**src/rtl/simd16_pkg.sv**
```systemverilog
`timescale 1ns/1ps
package simd16_pkg;
    localparam int LANE_W = 16;

    typedef enum logic [2:0] {
        K_ADD,
        K_SUB,
        K_CROSS_AS,
        K_CROSS_SA,
        K_STR_AS,
        K_STR_SA
    } kind_e;

    typedef enum logic [2:0] {
        F_WRAP,
        F_SHALF,
        F_UHALF,
        F_SSAT,
        F_USAT
    } flav_e;
endpackage

```
**src/rtl/simd16_decode.sv**
```systemverilog
`timescale 1ns/1ps
module simd16_decode
    import simd16_pkg::*;
(
    input  logic [6:0] opcode,
    input  logic [2:0] funct3,
    input  logic [6:0] funct7,
    output logic       legal,
    output kind_e      kind,
    output flav_e      flav
);
    localparam logic [6:0] OPC_PACKED = 7'b1111111;

    always_comb begin
        legal = 1'b0;
        kind  = K_ADD;
        flav  = F_WRAP;
        if (opcode == OPC_PACKED) begin
            if (funct3 == 3'b000) begin
                legal = 1'b1;
                unique case (funct7[6:2])
                    5'b01000: flav = F_WRAP;
                    5'b00000: flav = F_SHALF;
                    5'b00100: flav = F_UHALF;
                    5'b00010: flav = F_SSAT;
                    5'b00110: flav = F_USAT;
                    default:  legal = 1'b0;
                endcase
                unique case (funct7[1:0])
                    2'b00: kind = K_ADD;
                    2'b01: kind = K_SUB;
                    2'b10: kind = K_CROSS_AS;
                    2'b11: kind = K_CROSS_SA;
                endcase
            end else if (funct3 == 3'b010 && funct7[1]) begin
                legal = 1'b1;
                unique case (funct7[6:2])
                    5'b11110: flav = F_WRAP;
                    5'b10110: flav = F_SHALF;
                    5'b11010: flav = F_UHALF;
                    5'b11000: flav = F_SSAT;
                    5'b11100: flav = F_USAT;
                    default:  legal = 1'b0;
                endcase
                kind = funct7[0] ? K_STR_SA : K_STR_AS;
            end
        end
    end
endmodule

```
**src/rtl/simd16_lane.sv**
```systemverilog
`timescale 1ns/1ps
module simd16_lane
    import simd16_pkg::*;
#(
    parameter int W = LANE_W
) (
    input  logic [W-1:0] a,
    input  logic [W-1:0] b,
    input  logic         do_sub,
    input  flav_e        flav,
    output logic [W-1:0] res,
    output logic         clamp
);
    localparam logic [W-1:0] S_MAX = {1'b0, {(W-1){1'b1}}};
    localparam logic [W-1:0] S_MIN = {1'b1, {(W-1){1'b0}}};

    logic         is_signed;
    logic [W:0]   ax, bx, s;
    logic         s_ovf;

    always_comb begin
        is_signed = (flav == F_SHALF) || (flav == F_SSAT);
        ax = {is_signed & a[W-1], a};
        bx = {is_signed & b[W-1], b};
        s  = do_sub ? (ax - bx) : (ax + bx);
        s_ovf = s[W] ^ s[W-1];
        res   = s[W-1:0];
        clamp = 1'b0;
        unique case (flav)
            F_WRAP:  res = s[W-1:0];
            F_SHALF,
            F_UHALF: res = s[W:1];
            F_SSAT: begin
                clamp = s_ovf;
                if (s_ovf) res = s[W] ? S_MIN : S_MAX;
            end
            F_USAT: begin
                clamp = s[W];
                if (s[W]) res = do_sub ? '0 : '1;
            end
            default: res = s[W-1:0];
        endcase
    end
endmodule

```
**src/rtl/simd16_addsub.sv**
```systemverilog
`timescale 1ns/1ps
module simd16_addsub
    import simd16_pkg::*;
#(
    parameter int XLEN = 64
) (
    input  logic            clk,
    input  logic            rst_n,
    input  logic            op_valid,
    input  logic [6:0]      opcode,
    input  logic [2:0]      funct3,
    input  logic [6:0]      funct7,
    input  logic [XLEN-1:0] src_a,
    input  logic [XLEN-1:0] src_b,
    output logic            res_valid,
    output logic [XLEN-1:0] result,
    output logic            sat_set,
    output logic            illegal
);
    localparam int W     = LANE_W;
    localparam int LANES = XLEN / W;

    logic             legal;
    kind_e            kind;
    flav_e            flav;
    logic [XLEN-1:0]  lane_res;
    logic [LANES-1:0] lane_clamp;
    logic             crossed;

    logic [XLEN-1:0]  result_d;
    logic             sat_d, ill_d;

    simd16_decode u_dec (
        .opcode (opcode),
        .funct3 (funct3),
        .funct7 (funct7),
        .legal  (legal),
        .kind   (kind),
        .flav   (flav)
    );

    assign crossed = (kind == K_CROSS_AS) || (kind == K_CROSS_SA);

    for (genvar i = 0; i < LANES; i++) begin : g_lane
        localparam int  PARTNER = i ^ 1;
        localparam bit  IS_HI   = (i % 2) == 1;
        logic [W-1:0] b_op;
        logic         sub_i;

        always_comb begin
            b_op = crossed ? src_b[PARTNER*W +: W] : src_b[i*W +: W];
            unique case (kind)
                K_ADD:                 sub_i = 1'b0;
                K_SUB:                 sub_i = 1'b1;
                K_CROSS_AS, K_STR_AS:  sub_i = !IS_HI;
                K_CROSS_SA, K_STR_SA:  sub_i = IS_HI;
                default:               sub_i = 1'b0;
            endcase
        end

        simd16_lane #(.W(W)) u_lane (
            .a      (src_a[i*W +: W]),
            .b      (b_op),
            .do_sub (sub_i),
            .flav   (flav),
            .res    (lane_res[i*W +: W]),
            .clamp  (lane_clamp[i])
        );
    end

    // next-value process
    always_comb begin
        result_d = result;
        sat_d    = 1'b0;
        ill_d    = 1'b0;
        if (op_valid) begin
            result_d = legal ? lane_res : '0;
            sat_d    = legal && (|lane_clamp);
            ill_d    = !legal;
        end
    end

    // output register process
    always_ff @(posedge clk) begin
        if (!rst_n) begin
            res_valid <= 1'b0;
            result    <= '0;
            sat_set   <= 1'b0;
            illegal   <= 1'b0;
        end else begin
            res_valid <= op_valid;
            result    <= result_d;
            sat_set   <= sat_d;
            illegal   <= ill_d;
        end
    end
endmodule

```
**config.mk**
```make
export PLATFORM = sky130hd
export DESIGN_NAME = simd16_addsub
export DESIGN_NICKNAME = d
export VERILOG_FILES = /design/src/rtl/simd16_pkg.sv /design/src/rtl/simd16_decode.sv /design/src/rtl/simd16_lane.sv /design/src/rtl/simd16_addsub.sv
export SDC_FILE = /design/constraint.sdc
export NUM_CORES = 1
export LEC_CHECK = 0
export CORE_MARGIN = 3
export CORE_UTILIZATION = 45
export DETAILED_ROUTE_END_ITERATION = 12
export PLACE_DENSITY_LB_ADDON = 0.15
export SETUP_SLACK_MARGIN = 0.2
export SYNTH_ARGS = -nofsm -noshare
export SYNTH_HDL_FRONTEND = slang
export SYNTH_SLANG_ARGS = --single-unit
```
**constraint.sdc**
```tcl
create_clock -name clk -period 15.1 [get_ports clk]
set_clock_uncertainty 0.2 [all_clocks]
set_input_delay 3.02 -clock clk [delete_from_list [all_inputs] [get_ports clk]]
set_output_delay 3.02 -clock clk [all_outputs]
set_load 0.01 [all_outputs]
```
# Word level (Yosys, flattened, before mapping)
# Index checks and enable logic that the tools add are counted.
[op_classes]
addsub = 8
n_mul = 0
div_mod_pow = 0
magnitude_cmp = 0
eq_ne = 23
n_shift = 0
muxes = 48
n_bitwise = 12
n_reduce_logical = 15
[ops]
columns = ["operator", "n"]
rows = [
  ["$mux W16", 18],
  ["$pmux W16 S3", 4],
  ["$add A17 B17 Y17", 4],
  ["$mux W17", 4],
  ["$sub A17 B17 Y17", 4],
  ["$mux W64", 1],
  ["$pmux W3 S4", 3],
  ["$eq A5 B5 Y1 const B", 5],
  ["$mux W3", 6],
  ["$eq A3 B2 Y1 const B", 5],
  ["$eq A5 B3 Y1 const B", 2],
  ["$reduce_or A5 Y1", 2],
  ["$eq A3 B3 Y1 const B", 3],
  ["$and A1 B1 Y1", 8],
  ["$mux W1", 8],
  ["$pmux W1 S2", 4],
  ["$eq A7 B7 Y1 const B", 1],
  ["$eq A3 B1 Y1 const B", 2],
  ["$reduce_or A3 Y1", 2],
  ["$eq A5 B2 Y1 const B", 1],
  ["$eq A5 B4 Y1 const B", 1],
  ["$logic_not A5 Y1", 1],
  ["$eq A2 B2 Y1 const B", 2],
  ["$reduce_or A4 Y1", 1],
  ["9 further kinds", 14],
]
[totals]
regBits = 67
latch_bits = 0
mem_bits_rw = 0
rom_bits = 0
in_bits = 148
elab_cells = 110
memories = 0

# Logic depth before layout (Yosys ltp)
[logic_depth]
word_depth = 15
depth_mapped = 32
ltp_nobuf = 26

# Cells and area by module
# From an unflattened synthesis, not the netlist that was laid out.
[hier_totals]
cells_unflattened = 1537
area_unflattened_um2 = 11871.4
[by_module_without_submodules]
columns = ["module", "instances", "cells_each", "area_each_um2", "seq_area_each_um2"]
rows = [
  ["simd16_lane at g_lane[2].u_lane ...", 2, 289, 2009.4, 0.0],
  ["simd16_addsub", 1, 367, 3766.1, 1341.3],
  ["simd16_lane at g_lane[0].u_lane", 1, 283, 2010.7, 0.0],
  ["simd16_lane at g_lane[1].u_lane", 1, 276, 1886.8, 0.0],
  ["simd16_decode", 1, 33, 188.9, 0.0],
]

# Worst setup path before layout
# No wires, ideal clock.
[synth_path]
path_kind = "in2reg"
startpoint = "in funct3[2]"
endpoint = "reg result[23]"
setup_ns = 0.124
arrival_time_ns = 9.268
required_time_ns = 14.776
slack_ns = 5.508
stages = 29
path_cell_list = "clkbuf_1 > nor4b_2 > nand3_1 > clkbuf_1 > clkbuf_1 > clkbuf_1 > buf_2 > buf_1 > mux2i_1 > ha_1 > inv_1 > a2111oi_4 > a21oi_1 > xor2_1 > ha_1 > o21a_1 > o21ai_0 > a211oi_1 > o21ai_0 > a211o_1 > a21oi_1 > nor2_1 > ha_1 > buf_1 > inv_1 > nand2_1 > o21ai_0 > a221oi_1 > a21oi_1"
[synth_via]
elab_chain_cells = 15
[synth_lines]
columns = ["element", "line", "text"]
rows = [
  ["start, declared", "simd16_addsub.sv:11", "input logic [2:0] funct3,"],
  ["$eq A3 B2 Y1", "simd16_decode.sv:35", "end else if (funct3 == 3'b010 && funct7[1]) begin"],
  ["$logic_and A1 B1 Y1", "simd16_decode.sv:35", ""],
  ["$mux W3", "simd16_decode.sv:35", ""],
  ["$mux W3", "simd16_decode.sv:19", "if (funct3 == 3'b000) begin"],
  ["$mux W3", "simd16_decode.sv:18", "if (opcode == OPC_PACKED) begin"],
  ["$eq A3 B2 Y1, on equally long branches", "simd16_addsub.sv:42, simd16_addsub.sv:52", ""],
  ["$logic_or A1 B1 Y1", "simd16_addsub.sv:42", "assign crossed = (kind == K_CROSS_AS) || (kind == K_CROSS_SA);"],
  ["$mux W16", "simd16_addsub.sv:51", "b_op = crossed ? src_b[PARTNER*W +: W] : src_b[i*W +: W];"],
  ["$and A1 B1 Y1", "simd16_lane.sv:24", "bx = {is_signed & b[W-1], b};"],
  ["$add A17 B17 Y17 or $sub A17 B17 Y17 (tied branches)", "simd16_lane.sv:25", "s = do_sub ? (ax - bx) : (ax + bx);"],
  ["$mux W17", "simd16_lane.sv:25", ""],
  ["$mux W16 or $xor A1 B1 Y1 (tied branches)", "simd16_lane.sv:35, simd16_lane.sv:26", ""],
  ["$mux W16", "simd16_lane.sv:35", "if (s_ovf) res = s[W] ? S_MIN : S_MAX;"],
  ["$pmux W16 S3", "simd16_lane.sv:29", "unique case (flav)"],
  ["$mux W64 (*)", "simd16_addsub.sv:77", "result_d = legal ? lane_res : '0;"],
  ["end signal, assigned", "simd16_addsub.sv:92", "result <= result_d;"],
  ["end, declared", "simd16_addsub.sv:16", "output logic [XLEN-1:0] result,"],
]
# Every way passes the cells marked *; elsewhere a longest branch is shown, timed or not.
# A chain may end at the register's enable or synchronous reset.

# Worst setup path in the final report
[layout_path]
startpoint = "in funct3[0]"
endpoint = "reg result[12]"
[layout_via]
elab_chain_cells = 15
[layout_lines]
columns = ["element", "line"]
rows = [
  ["$eq A3 B2 Y1", "simd16_decode.sv:35"],
  ["$logic_and A1 B1 Y1", "simd16_decode.sv:35"],
  ["$mux W3", "simd16_decode.sv:35"],
  ["$mux W3", "simd16_decode.sv:19"],
  ["$mux W3", "simd16_decode.sv:18"],
  ["$eq A3 B2 Y1, on equally long branches", "simd16_addsub.sv:42, simd16_addsub.sv:52"],
  ["$logic_or A1 B1 Y1", "simd16_addsub.sv:42"],
  ["$mux W16", "simd16_addsub.sv:51"],
  ["$and A1 B1 Y1", "simd16_lane.sv:24"],
  ["$add A17 B17 Y17 or $sub A17 B17 Y17 (tied branches)", "simd16_lane.sv:25"],
  ["$mux W17", "simd16_lane.sv:25"],
  ["$mux W16 or $xor A1 B1 Y1 (tied branches)", "simd16_lane.sv:35, simd16_lane.sv:26"],
  ["$mux W16", "simd16_lane.sv:35"],
  ["$pmux W16 S3", "simd16_lane.sv:29"],
  ["$mux W64 (*)", "simd16_addsub.sv:77"],
]
# Marks and branches as above.

==> results.cfg <==
[die]
rows = 55
die_h_um = 160
die-area_um2 = 25700
core_area_um2 = 23000
die_width_um = 160
initial_core_util_pct = 46.5
io_pins = 215

[cts]
clock_sinks = 67
cts_resized = 0
clk_pin_slew_worst_paths_ns = 0.05
cts_hold_buf = 0
root_buffer = clkbuf_16
insertion_delay_ns = 0.33
htree_num_levels = 3
cts_tree = done
cts_buffer_depth = 2
post_cts_buffers = 0
cts_buffers = 9

[detailed_routing]
drc_errors = 0
wl_mm = 41.0
wl_per_cell_um = 20.4
antenna_left = 0
drtIter0Drc = 1507
vias = 12800
firstDrtPassIters = 7
viasPerCell = 6.34

[global_route]
grt_max_degree = 61
grt_pass1_wl_mm = 63.2
first_global_vias = 11300
grt-ovfl-total = 0
antenna_found_initial = 0
track_usage_pct = 30.0

[hold_path]
hold_class = reg2reg

[placed_design]
post_dp_cell_area_um2 = 13100
numPortBuffers = 214
dp_hpwl_mm = 32.0
globalplace.congestion = 0.955

[power_and_ir_drop]
ir_worst_vdd_mv = 0.0362
powerDensity_nw_per_um2 = 55.9
p_leak_nw = 5.07

[final_layout]
final.fill_count = 2221
finalNetCount = 1919
seq_area_um2 = 1340
mostFrequentLayoutCells = 214 x clkdlybuf4s50_1, 171 x a21oi_1, 138 x nor2_1
fin_area_um2 = 13400
layout-drive-gt1-share_pct = 4.18
mostFrequentLayoutCell = clkdlybuf4s50_1
insertedDiodeCount = 0
post-route-util_pct = 58.4
multi_input_area_um2 = 8900
area_growth_pct = 25.4

[timing]
tightest_slew_ns = 1.03
period_needed_ns = 11.03
post-route-period-util_pct = 73.0
final_hold_viol_count = 0
tns_ns = 0
slew_viol_final = 0
rsz0062_at_grt = false
relSlewSlack_pct = 31.0
whs_ns = 0.252
finalSetupViolCount = 0
fmax_ghz = 0.0907

[worst_setup_path]
cp_max_fo = 27
cp.arrival_ns = 11.00
startpoint_type = input pin
worstPathRequired_ns = 15.07
critPathKind = in2reg
worstSetupEndpointType = flop

[synthesis]
synth_edf_count = 0
synth_cell_types = 83
yosysSeqAreaShare_pct = 12.5
syn-num-nets = 1751
synth_area_per_cell_um2 = 7.01
synth_area_um2 = 10700
ys_ff_latch = 67
ys_warn_count = 0
ys.flop_type = dfxtp_1
synthesis.instances = 1525
postSynth.asyncResetShare_pct = 0

[flow_run]
cap_violations = 0

[outcome]
status = finished clean
==> sequential cells by signal, indices dropped and copies added (netlist names) <==
name	cells
result	64
illegal	1
res_valid	1
sat_set	1
==> layout make-up <==
| class | count | share of cell area, % |
|---|---|---|
| Tap cell | 313 | 2.92 |
| Sequential cell | 67 | 10.0 |
| Multi-Input combinational cell | 1330 | 66.4 |
| Clock buffer | 12 | 1.84 |
| Timing Repair Buffer | 233 | 17.0 |
| Inverter | 52 | 1.46 |
| Clock inverter | 4 | 0.373 |
==> layer usage <==
layer	vias up	GRT usage (%)	share of wire, %
met5	-	0	0
met4	0	6.82	2.1
met3	68	6.15	11
met2	761	43.4	41
met1	5907	45.3	46
li1	6020	-	-
==> path summary, 6_finish.rpt <==
| kind | depth (start not counted) | start | endpoint | slack, ns |
|---|---|---|---|---|
| setup / recovery | 25 | funct3[0] | result[12] | 4.07 |
| hold / removal | 2 | result[17] | result[17] | 0.25 |
| setup reg to reg | 3 | result[9] | result[9] | 13.74 |
| hold reg to reg | 2 | result[17] | result[17] | 0.25 |
==> critical path: stages <==
cell	delay (ns)
clkdlybuf4s50_1	0.56
or4b_1	0.70
nor3_4	0.17
buf_4	0.38
mux2i_1	0.41
ha_1	0.26
inv_1	0.06
a221o_1	0.33
a21o_1	0.19
a211oi_1	0.37
o21ai_0	0.16
nand2_1	0.11
xnor2_1	0.08
ha_1	0.23
a2111oi_0	0.63
nand4_1	0.17
o21bai_1	0.25
xnor2_1	0.39
xor2_1	0.82
inv_1	0.25
ha_1	0.44
inv_1	0.14
nor2_1	0.09
a21oi_1	0.57
a41oi_1	0.21
==> Yosys cell counts, drive strengths merged (10+ instances only) <==
library cell,count,area (µm²)
a2111oi,12,125
a211oi,15,138
a21o,17,128
a21oi,173,870
a31oi,32,200
and3,11,68.8
buf,20,98.8
clkbuf,56,210
dfxtp,67,1340
ha,74,926
inv,52,195
mux2i,73,731
nand2,130,488
nand2b,26,163
nand3,36,185
nand4,15,93.8
nor2,142,536
nor2b,35,219
nor3,41,216
nor4,21,131
o2111ai,10,87.6
o211ai,17,128
o21a,17,128
o21ai,130,651
o31ai,27,208
or3,17,106
xnor2,55,482
xor2,57,499
==> stage by stage <==
stage / setup WS [ns] / total power, mW / instances
2_1_floorplan: 5.51 / 0.399 / 1525
3_3_place_gp: 4.36 / 0.523 / 1995
3_5_place_dp: 3.93 / 0.526 / 1995
4_1_cts: 4.21 / 0.739 / 2011
5_1_grt: 3.43 / 0.785 / 2011
6_report: 4.07 / 0.750 / 2011
==> cell families after synthesis <==
| logic type | synth area share (%) |
|---|---|
| xor gates and xnor gates | 9.60 |
| and+or+nand+nor | 23.6 |
| adders and majority gates | 9.41 |
| AOI/OAI and AO/OA | 32.7 |
| buffers and inverters | 4.71 |
| DFF | 12.5 |
| muxes | 7.46 |
==> power by group <==
part	switching, mW	internal, mW	total, mW
logic	0.221	0.137	0.358
clock network	0.0831	0.132	0.215
registers	0.0000626	0.177	0.177
total	0.304	0.446	0.750
Note: power is estimated with default switching activity, not from simulation.
